<file path="config.mk">
export PLATFORM = sky130hd
export DESIGN_NAME = cnt_timer
export DESIGN_NICKNAME = d
export VERILOG_FILES = /design/src/rtl/cnt_timer_pkg.sv /design/src/rtl/cnt_timer_preset.sv /design/src/rtl/cnt_timer_rdlatch.sv /design/src/rtl/cnt_timer_core.sv /design/src/rtl/cnt_timer.sv
export SDC_FILE = /design/constraint.sdc
export NUM_CORES = 1
export LEC_CHECK = 0
export ABC_AREA = 1
export BUFFER_PORTS_ARGS = -buffer_cell sky130_fd_sc_hd__clkbuf_2
export CAP_MARGIN = 10
export CORE_UTILIZATION = 45
export DETAILED_ROUTE_END_ITERATION = 8
export PLACE_DENSITY = 0.7
export SLEW_MARGIN = 10
export SYNTH_ARGS = -nofsm -noshare
export SYNTH_HDL_FRONTEND = slang
export SYNTH_SLANG_ARGS = --single-unit
</file>
<file path="constraint.sdc">
create_clock -name clk -period 1.55 [get_ports clk]
set_input_delay 0.31 -clock clk [delete_from_list [all_inputs] [get_ports clk]]
set_output_delay 0.31 -clock clk [all_outputs]
set_load 0.01 [all_outputs]
</file>
<file path="src/rtl/cnt_timer_pkg.sv">
`timescale 1ns/1ps
package cnt_timer_pkg;
    typedef enum logic [1:0] {
        ST_IDLE = 2'd0,
        ST_CNT  = 2'd1,
        ST_TC   = 2'd2,
        ST_TMR  = 2'd3
    } ctmr_state_e;
endpackage

</file>
<file path="src/rtl/cnt_timer_preset.sv">
`timescale 1ns/1ps
module cnt_timer_preset #(
    parameter int W      = 16,
    parameter int BYTE_W = 8,
    localparam int NBYTES = W / BYTE_W,
    localparam int SEL_W  = $clog2(NBYTES)
) (
    input  logic              clk,
    input  logic              rst_n,
    input  logic              wr_en,
    input  logic [SEL_W-1:0]  wr_sel,
    input  logic [BYTE_W-1:0] wr_data,
    output logic [W-1:0]      preset
);
    // One byte lane per preset slice
    for (genvar g = 0; g < NBYTES; g++) begin : g_lane
        always_ff @(posedge clk or negedge rst_n) begin
            if (!rst_n) begin
                preset[g*BYTE_W +: BYTE_W] <= '0;
            end else if (wr_en && (wr_sel == SEL_W'(g))) begin
                preset[g*BYTE_W +: BYTE_W] <= wr_data;
            end
        end
    end
endmodule

</file>
<file path="src/rtl/cnt_timer_rdlatch.sv">
`timescale 1ns/1ps
module cnt_timer_rdlatch #(
    parameter int W      = 16,
    parameter int BYTE_W = 8,
    localparam int NBYTES = W / BYTE_W,
    localparam int SEL_W  = $clog2(NBYTES),
    localparam int LW     = W - BYTE_W
) (
    input  logic              clk,
    input  logic              rst_n,
    input  logic              rd_en,
    input  logic [SEL_W-1:0]  rd_sel,
    input  logic [W-1:0]      count,
    output logic [BYTE_W-1:0] rd_data
);
    localparam logic [SEL_W-1:0] TOP_SEL = SEL_W'(NBYTES - 1);

    logic [LW-1:0]     lat_q;
    logic [BYTE_W-1:0] view [NBYTES];

    // Reading the top byte freezes the lower bytes for the rest of the read
    always_ff @(posedge clk or negedge rst_n) begin
        if (!rst_n) begin
            lat_q <= '0;
        end else if (rd_en && (rd_sel == TOP_SEL)) begin
            lat_q <= count[LW-1:0];
        end
    end

    for (genvar g = 0; g < NBYTES - 1; g++) begin : g_view
        assign view[g] = lat_q[g*BYTE_W +: BYTE_W];
    end
    assign view[NBYTES-1] = count[W-1 -: BYTE_W];

    assign rd_data = view[rd_sel];
endmodule

</file>
<file path="src/rtl/cnt_timer_core.sv">
`timescale 1ns/1ps
module cnt_timer_core
    import cnt_timer_pkg::*;
#(
    parameter int W = 16
) (
    input  logic         clk,
    input  logic         rst_n,
    input  logic         tick,
    input  logic         mode_timer,
    input  logic         cmd_start,
    input  logic         cmd_stop,
    input  logic [W-1:0] preset,
    output logic [W-1:0] count_q,
    output logic         sq_q,
    output logic         ready_q
);
    ctmr_state_e state_q, state_d;
    logic        last_step;

    assign last_step = (count_q <= W'(1));

    // State register
    always_ff @(posedge clk or negedge rst_n) begin
        if (!rst_n) state_q <= ST_IDLE;
        else        state_q <= state_d;
    end

    // Next-state logic
    always_comb begin
        state_d = state_q;
        if (cmd_start) begin
            state_d = mode_timer ? ST_TMR : ST_CNT;
        end else begin
            unique case (state_q)
                ST_IDLE: state_d = ST_IDLE;
                ST_CNT: begin
                    if (cmd_stop)               state_d = ST_IDLE;
                    else if (tick && last_step) state_d = ST_TC;
                end
                ST_TC:  if (cmd_stop) state_d = ST_IDLE;
                ST_TMR: state_d = ST_TMR;
            endcase
        end
    end

    // Count, wave and flag outputs
    always_ff @(posedge clk or negedge rst_n) begin
        if (!rst_n) begin
            count_q <= '0;
            sq_q    <= 1'b0;
            ready_q <= 1'b0;
        end else if (cmd_start) begin
            count_q <= preset;
            sq_q    <= 1'b0;
            ready_q <= 1'b0;
        end else begin
            if (cmd_stop) ready_q <= 1'b0;
            unique case (state_q)
                ST_CNT: begin
                    if (!cmd_stop && tick) begin
                        if (last_step) begin
                            count_q <= '0;
                            ready_q <= 1'b1;
                        end else begin
                            count_q <= count_q - W'(1);
                        end
                    end
                end
                ST_TMR: begin
                    if (tick) begin
                        if (count_q == '0) begin
                            count_q <= preset;
                            sq_q    <= ~sq_q;
                            if (sq_q && !cmd_stop) ready_q <= 1'b1;
                        end else begin
                            count_q <= count_q - W'(1);
                        end
                    end
                end
                ST_IDLE, ST_TC: ;
            endcase
        end
    end

    // Checks next to the logic they guard
    assert_hold_no_tick_R3: assert property (@(posedge clk) disable iff (!rst_n)
        (!tick && !cmd_start) |=> $stable(count_q));

    assert_tc_parked_R4: assert property (@(posedge clk) disable iff (!rst_n)
        (state_q == ST_TC && !cmd_start) |=> (count_q == '0));

    assert_stop_clears_R5: assert property (@(posedge clk) disable iff (!rst_n)
        (cmd_stop && !cmd_start) |=> !ready_q);

    assert_cnt_stop_halts_R5: assert property (@(posedge clk) disable iff (!rst_n)
        (state_q == ST_CNT && cmd_stop && !cmd_start) |=> ($stable(count_q) && state_q == ST_IDLE));

    assert_sq_low_outside_timer_R6: assert property (@(posedge clk) disable iff (!rst_n)
        (state_q != ST_TMR) |-> !sq_q);

    assert_ready_on_falling_wave_R7: assert property (@(posedge clk) disable iff (!rst_n)
        ($rose(ready_q) && state_q == ST_TMR) |-> $fell(sq_q));

    assert_timer_keeps_running_R8: assert property (@(posedge clk) disable iff (!rst_n)
        (state_q == ST_TMR && !cmd_start) |=> (state_q == ST_TMR));
endmodule

</file>
<file path="src/rtl/cnt_timer.sv">
`timescale 1ns/1ps
module cnt_timer #(
    parameter int W      = 16,
    parameter int BYTE_W = 8,
    localparam int NBYTES = W / BYTE_W,
    localparam int SEL_W  = $clog2(NBYTES)
) (
    input  logic              clk,
    input  logic              rst_n,
    input  logic              tick,
    input  logic              mode_timer,
    input  logic              cmd_start,
    input  logic              cmd_stop,
    input  logic              wr_en,
    input  logic [SEL_W-1:0]  wr_sel,
    input  logic [BYTE_W-1:0] wr_data,
    input  logic              rd_en,
    input  logic [SEL_W-1:0]  rd_sel,
    output logic [BYTE_W-1:0] rd_data,
    output logic [W-1:0]      count_val,
    output logic              sq_out,
    output logic              ready
);
    logic [W-1:0] preset;

    cnt_timer_preset #(.W(W), .BYTE_W(BYTE_W)) u_preset (
        .clk(clk), .rst_n(rst_n), .wr_en(wr_en), .wr_sel(wr_sel),
        .wr_data(wr_data), .preset(preset)
    );

    cnt_timer_core #(.W(W)) u_core (
        .clk(clk), .rst_n(rst_n), .tick(tick), .mode_timer(mode_timer),
        .cmd_start(cmd_start), .cmd_stop(cmd_stop), .preset(preset),
        .count_q(count_val), .sq_q(sq_out), .ready_q(ready)
    );

    cnt_timer_rdlatch #(.W(W), .BYTE_W(BYTE_W)) u_rd (
        .clk(clk), .rst_n(rst_n), .rd_en(rd_en), .rd_sel(rd_sel),
        .count(count_val), .rd_data(rd_data)
    );
endmodule

</file>
==> results of run 1 <==
-- power groups by stage --
stage | Sequential [mW] | Combinational, mW | Clock, mW
floorplan | 1.80 | 1.24 | 0
global placement | 1.74 | 2.32 | 0
detailed placement | 1.75 | 2.34 | 0
CTS | 1.75 | 2.49 | 0.776
global route | 1.81 | 2.97 | 0.811
finish | 1.77 | 2.70 | 0.756
-- final cells by class --
cell class	instances	share of cell area (%)
Clock buffer	6	2.25
Clock inverter	2	0.273
Inverter	47	4.87
Multi-Input combinational cell	292	42.5
Sequential cell	44	30.1
Tap cell	75	2.56
Timing Repair Buffer	97	17.4
-- worst register-to-register path, cell delays in order (launching register included) --
cell	delay (ns)
dfrtp_1	0.42
inv_2	0.10
ha_4	0.16
nand2_8	0.07
nor2_8	0.18
nand2_4	0.11
nand2_4	0.11
nand2_4	0.07
nor2_1	0.08
nor2_1	0.05
nand2_1	0.10
o21ai_2	0.08
-- through the flow --
stage	TNS, ns	power (mW)
finish	-0.460	5.22
global route	-2.09	5.59
floorplan	0	3.04
detailed placement	-1.40	4.09
CTS	-0.186	5.01
global placement	-0.893	4.06
-- synthesized netlist by cell type (all sizes together) (3+ instances only) --
master and n:
a21oi 22, buf 3, clkbuf 6, dfrtp 44, inv 47, nand2 126
nand3 23, nand4 3, nor2 67, nor3 5, o21ai 33, xor2 7
-- placed cells by master (no fill, tap or decap), types with 2 or more instances in the layout --
cell      netlist  layout
nand2_1       118     113
nor2_1         58      52
buf_4           0      51
clkbuf_2        0      42
dfrtp_1        44      41
inv_1          44      40
o21ai_0        25      24
nand3_1        21      20
a21oi_1        21      17
nor2_4          3      10
xor2_1          7       7
inv_2           2       6
nand2_4         5       6
nand2_2         3       6
o21ai_1         7       6
clkbuf_8        0       6
a21oi_2         1       4
nor2_2          4       3
nand4_1         3       3
nor3_1          5       3
nand3_2         2       3
dfrtp_2         0       3
nor2_8          2       2
o21ai_2         1       2
mux2_2          2       2
clkinv_2        0       2
-- how the worst min path moves through the flow --
stage,startpoint,end,slack [ns],depth (start not counted)
final,wr_data[5],u_preset.preset[5],0.24,3
after global routing,wr_data[6],u_preset.preset[14],0.28,3
after CTS,wr_data[5],u_preset.preset[5],0.24,3
after detailed placement,rst_n,u_rd.lat_q[0],0.31,2
after global placement,rst_n,u_rd.lat_q[0],0.31,2
after floorplan,rst_n,u_core.count_q[0],0.01,0
-- per-layer routing --
layer / routed length (um) / track usage (%)
met1: 3450 / 32.8
met2: 3670 / 41.5
met3: 470 / 4.11
met4: 140 / 8.57
met5: 0 / 0
-- state kept, by name (all words and copies together), names as in the netlist --
| signal | cells |
|---|---|
| u_core.count_q | 16 |
| u_core.ready_q | 1 |
| u_preset.preset | 16 |
| u_core.state_q | 2 |
| u_core.sq_q | 1 |
| u_rd.lat_q | 8 |
-- what timing repair did --
action | 4_1_cts | 5_1_grt
gates resized for setup | 16 | 26
setup buffers | 6 | 8
endpoints found under the hold margin | 44 | 0
pin swaps | 6 | 14
endpoints found under the setup margin | 21 | 24
hold buffers | 1 | 0
-- logic make-up after synthesis --
family,synth area share [%]
AOI/OAI and AO/OA,10.8
and+or+nand+nor,36.7
buffers and inverters,8.32
xor gates and xnor gates,2.24
adders and majority gates,0.914
DFF,40.2
muxes,0.823
==> impl_metrics.tcl, run 1 <==
set metrics [dict create \
    grt_max_degree 45 \
    stdcell_area_sq_mm 0.00367 \
    ys_top_cells_by_area "dfrtp_1, nand2_1, nor2_1, inv_1, o21ai_0" \
    drc_errors 0 \
    crit_top_cell "nand2_4" \
    clockRootBuffer "clkbuf_8" \
    cts.reportedPaths.clkPinSlew_ns 0.08 \
    synth_top_cell_by_area "dfrtp_1" \
    crit_buf_inv 1 \
    required_ns 1.74 \
    grt_setup_unrepaired "true" \
    r2r-end "u_core.count_q[1]" \
    path_cells "inv_2 > ha_4 > nand2_8 > nor2_8 > nand2_4 > nand2_4 > nand2_4 > nor2_1 > nor2_1 > nand2_1 > o21ai_2" \
    slew_viol_final 0 \
    crit_family "simple AND/OR/NAND/NOR gates" \
    fillers 552 \
    hold_path_class "in2reg" \
    wire_per_inst_um 13.7 \
    dp_hpwl_mm 5.58 \
    synth_edf_count 0 \
    start_util_pct 46.5 \
    cp-startpoint "u_core.count_q[0]" \
    p_int_mw 2.97 \
    swShare_pct 43.0 \
    coreArea_sq_mm 0.00589 \
    track_usage_pct 25.0 \
    grt_pass1_vias 2562 \
    dr.first_iter.drc_count 233 \
    htree_levels 2 \
    hold_viol 0 \
    grt_pass1_wl_mm 12.2 \
    p_clk_share_pct 14.5 \
    ys_async_sr_fraction_pct 100 \
    finish.utilization_pct 62.4 \
    critical_path_depth 11 \
    p_leak_nw 1.96 \
    peakVddDrop_mv 0.579 \
    vias 2867 \
    worst_path_max_delay_cell "dfrtp_1" \
    status "complete, but fails checks" \
    cts_inserted_buffers 5 \
    rows 28 \
    skew_ns 0.00511 \
    syn_to_final_growth_pct 34.1 \
    final_layout_size_suffix_gt1_share_pct 32.4 \
    wirelength_mm 7.73 \
    worstSetupStartpointType "register" \
    netSwitchingPower_mw 2.25 \
    reg2reg_from "u_core.count_q[0]" \
    final_cells 563 \
    avgSynthCellArea_sq_um 6.98 \
    die_width_um 80.0 \
    diodes 0 \
    combPwrFrac_pct 51.7 \
    synthesis.area_sq_mm 0.00274 \
    drt_pass1_iterations 7 \
    critical_path_class "reg2reg" \
    fin_crit_sh_pct 106 \
    violations "negative setup slack" \
    yosysUniqueCellTypes 28 \
    min_period_ns 1.65 \
    die_y_um 80.0 \
    seq_area_sq_mm 0.00110 \
    gp_congestion 0.852 \
    place_area_sq_mm 0.00331 \
    clk_latency_ns 0.30 \
    synth_fp_nets 412 \
    ys_seq_area_share_pct 40.2 \
    cpPeakStageDelay_ns 0.42 \
    synth-seq-cells 44 \
    placedCellCount 540 \
    ant_nets 0 \
    drv_cap 0 \
    dieArea_sq_mm 0.00640 \
    synth_ff_type "dfrtp_1" \
    port_buffers 43 \
    ff2ff_setup_slack_ns -0.1 \
    synthCells 392 \
    power_density_mw_per_mm2 1420 \
    path_max_fanout 8 \
    worstRegToRegCells 11 \
    whs_ns 0.245 \
    setup-violations-final 13 \
    cts_tree "built" \
    cts_sinks 44 \
    io_pins 44 \
    multiInputGateArea_sq_mm 0.00156 \
    tightest_slew_ns 0.431 \
    viasPerCell 5.09 \
    nNetsFinal 507 \
    yosysWarnings 0 \
    fmax_ghz 0.606 \
    antenna_found_initial 0 \
    seqPwrFrac_pct 33.8 \
    arrival_ns 1.84 \
    cts_buffer_depth 2 \
    finalWorstSetupSlack_ns -0.0995 \
    grt_overflow 0 \
    place_ws_ns -0.135 \
    critical_path.endpoint_type "register" \
    synth.top_cell.area_share_pct 40.2 \
    worstSetupEndpoint "u_core.count_q[1]" \
    relSlewSlack_pct 71.2 \
]
No activity file was read; power rests on OpenSTA's default activity.
==> inputs of run 2 (changes only) <==
--- a/config.mk
+++ b/config.mk
@@ -5,12 +5,11 @@
 export SDC_FILE = /design/constraint.sdc
 export NUM_CORES = 1
 export LEC_CHECK = 0
-export ABC_AREA = 1
 export BUFFER_PORTS_ARGS = -buffer_cell sky130_fd_sc_hd__clkbuf_2
 export CAP_MARGIN = 10
 export CORE_UTILIZATION = 45
 export DETAILED_ROUTE_END_ITERATION = 8
-export PLACE_DENSITY = 0.7
+export PLACE_DENSITY = 0.71
 export SLEW_MARGIN = 10
 export SYNTH_ARGS = -nofsm -noshare
 export SYNTH_HDL_FRONTEND = slang
==> run 2 against run 1 <==
The run still ends with negative setup slack left. Fmax shrank 25%. Clock power rose by 21%. Sequential power decreased by 15%. Final cell count is 26% lower. Critical path depth down 3. Clock skew is 0.0023 ns lower. Worst setup slack got worse by 0.54 ns. Total power fell by 25%. Via count shrank 16%. Synthesized cell count down 40%. Wire length is 2.7% lower. Count of clock-buffer cells in the layout decreased by 1.
==> impl_metrics.tcl, run 2 <==
set metrics [dict create \
    status "complete, but fails checks" \
    violations "negative setup slack" \
    use_met1_pct 36.9 \
    hold_viol 0 \
    fillers 395 \
    whs_ns 0.220 \
    ant_nets 0 \
    final_common_cell "buf_4" \
    r2r-end "u_core.count_q[8]" \
    grt_setup_unrepaired "true" \
    skew_ns 0.00276 \
    synth_commonest_cells "dfrtp_1, mux2_2, nand2_1" \
    cts_inserted_buffers 5 \
    min_delay_path_depth 3 \
    synth_edf_count 0 \
    combPwrFrac_pct 38.0 \
    die_width_um 75.8 \
    coreArea_sq_mm 0.00517 \
    grt_pass1_vias 2341 \
    top_usage_layer "met2" \
    hp-start "mode_timer" \
    drt_pass1_iterations 4 \
    syn_to_final_growth_pct 47.1 \
    p_clk_share_pct 23.4 \
    clk_latency_ns 0.30 \
    reg2reg_from "u_core.count_q[0]" \
    synth_top_cell_by_area "dfrtp_1" \
    setup-violations-final 21 \
    synthCells 237 \
    yosysWarnings 0 \
    port_buffers 43 \
    vias 2402 \
    track_usage_pct 28.1 \
    p_leak_nw 1.61 \
    peakVddDrop_mv 0.714 \
    dr.first_iter.drc_count 252 \
    htree_levels 2 \
    synth_most_common_cell "dfrtp_1" \
    grt_max_degree 45 \
    arrival_ns 2.43 \
    place_area_sq_mm 0.00323 \
    finalWorstSetupSlack_ns -0.635 \
    critical_path_class "reg2reg" \
    hold-path-endpoint "u_core.state_q[1]" \
    yosysUniqueCellTypes 48 \
    grt_pass1_wl_mm 11.6 \
    seqPwrFrac_pct 38.6 \
    io_pins 44 \
    rows 26 \
    ys_seq_area_share_pct 44.9 \
    met2_usage_pct 46.1 \
    gp_congestion 0.938 \
    start_util_pct 47.4 \
    netSwitchingPower_mw 1.32 \
    use_met3_pct 5.56 \
    dieArea_sq_mm 0.00575 \
    worstSetupStartpointType "register" \
    cts_sinks 44 \
    hold_path_class "in2reg" \
    die_y_um 75.8 \
    cts.reportedPaths.clkPinSlew_ns 0.09 \
    place_ws_ns -0.587 \
    tightest_slew_ns 0.391 \
    p_int_mw 2.60 \
    drc_errors 0 \
    cts_buffer_depth 2 \
    synth.top_cell.area_share_pct 44.9 \
    avgSynthCellArea_sq_um 10.4 \
    drv_cap 0 \
    worstRegToRegCells 8 \
    fin_crit_sh_pct 141 \
    ys_top_cells_by_area "dfrtp_1, mux2_2, nand2_1, nor2_1, nand3_1" \
    synthesis.area_sq_mm 0.00245 \
    power_density_mw_per_mm2 1090 \
    ff2ff_setup_slack_ns -0.64 \
    wire_per_inst_um 18.1 \
    reg_top3 "u_core.count_q x16, u_preset.preset x16, u_rd.lat_q x8" \
    ys_async_sr_fraction_pct 100 \
    viasPerCell 5.77 \
    required_ns 1.79 \
    critical_path.endpoint_type "register" \
    diodes 0 \
    stdcell_area_sq_mm 0.00361 \
    wirelength_mm 7.52 \
    grt_overflow 0 \
    clockRootBuffer "clkbuf_8" \
    slew_viol_final 0 \
    antenna_found_initial 0 \
    synth_ff_type "dfrtp_1" \
    synth-seq-cells 44 \
    fmax_ghz 0.458 \
    dp_hpwl_mm 5.40 \
    path_max_fanout 11 \
    final_cell_mix "buf_4, dfrtp_1, clkbuf_2" \
    swShare_pct 33.6 \
    synth_fp_nets 257 \
    final_layout_size_suffix_gt1_share_pct 53.2 \
    nNetsFinal 365 \
    relSlewSlack_pct 73.8 \
    cts_tree "built" \
    min_period_ns 2.19 \
]
run 2: cell count changes in the layout (fill, tap and decap cells not counted), moves of 7 or more:
cell	before	now
nand2_1	113	23
inv_1	40	4
nor2_1	52	16
mux2_2	2	22
o21ai_0	24	7
buf_6	1	17
a21oi_1	17	5
nand3_1	20	10
nor2_4	10	0
mux2_4	0	8
buf_4	51	58
xor2_1	7	0
run 2: routing by layer:
layer  share of wire (%)  wire (um)
met1                  44       3270
met2                  48       3610
met3                 6.1        461
met4                 2.3        174
met5                   0          0
run 2: critical path: stages, from the launching register on:
cell and delay (ns):
dfrtp_2 0.42, inv_2 0.08, ha_4 0.13, or4b_4 0.47, or3_4 0.42, o31ai_4 0.22, buf_12 0.17, a32o_1 0.12
a31o_1 0.09
run 2: area by class of cell:
class / count / area [sq um] / area share, %
Clock buffer: 5 / 68.8 / 1.91
Clock inverter: 3 / 46.3 / 1.28
Inverter: 6 / 22.5 / 0.624
Multi-Input combinational cell: 174 / 1420 / 39.4
Sequential cell: 44 / 1100 / 30.6
Tap cell: 70 / 87.6 / 2.43
Timing Repair Buffer: 114 / 857 / 23.7
run 2: repair_timing:
action                                  in CTS  in global routing
buffers inserted                             2                  7
endpoints found under the hold margin       44                  0
pin swaps                                    8                  4
resized for setup                           22                 33
endpoints found under the setup margin      24                 28
hold buffers                                 1                  0
run 2: worst max-delay path by stage:
| stage | slack, ns | from | end | cells after the start |
|---|---|---|---|---|
| 2_1_floorplan | -0.73 | u_core.count_q[0] | u_core.count_q[1] | 8 |
| 3_3_place_gp | -0.54 | u_core.count_q[0] | u_core.count_q[1] | 7 |
| 3_5_place_dp | -0.59 | u_core.count_q[0] | u_core.count_q[8] | 8 |
| 4_1_cts | -0.61 | u_core.count_q[0] | u_core.count_q[8] | 8 |
| 5_1_grt | -0.71 | u_core.count_q[0] | u_core.count_q[4] | 8 |
| 6_report | -0.64 | u_core.count_q[0] | u_core.count_q[8] | 8 |
run 2: cell families after synthesis:
kind of cell / after synthesis / synth area share [%]
fa+ha+maj: 2 / 1.02
xor+xnor: 1 / 0.357
buf+inv: 19 / 3.62
simple gates: 91 / 20.9
compound gates: 50 / 15.5
flops: 44 / 44.9
mux: 30 / 13.8
run 2: per-stage QoR:
stage / util [%] / power, mW / TNS [ns] / instances
2_1_floorplan: - / 2.17 / -10.61 / 237
3_3_place_gp: 62.4 / 2.74 / -9.03 / 400
3_5_place_dp: 62.4 / 2.77 / -9.81 / 400
4_1_cts: 66.9 / 3.75 / -9.78 / 411
5_1_grt: 69.8 / 4.11 / -11.82 / 416
6_report: 69.8 / 3.92 / -10.35 / 416
run 2: power groups by stage:
| stage | clock (mW) | sequential (mW) | combinational (mW) |
|---|---|---|---|
| finish | 0.918 | 1.51 | 1.49 |
| global route | 0.968 | 1.53 | 1.61 |
| CTS | 0.929 | 1.49 | 1.34 |
| detailed placement | 0 | 1.50 | 1.27 |
| global placement | 0 | 1.50 | 1.24 |
| floorplan | 0 | 1.55 | 0.623 |
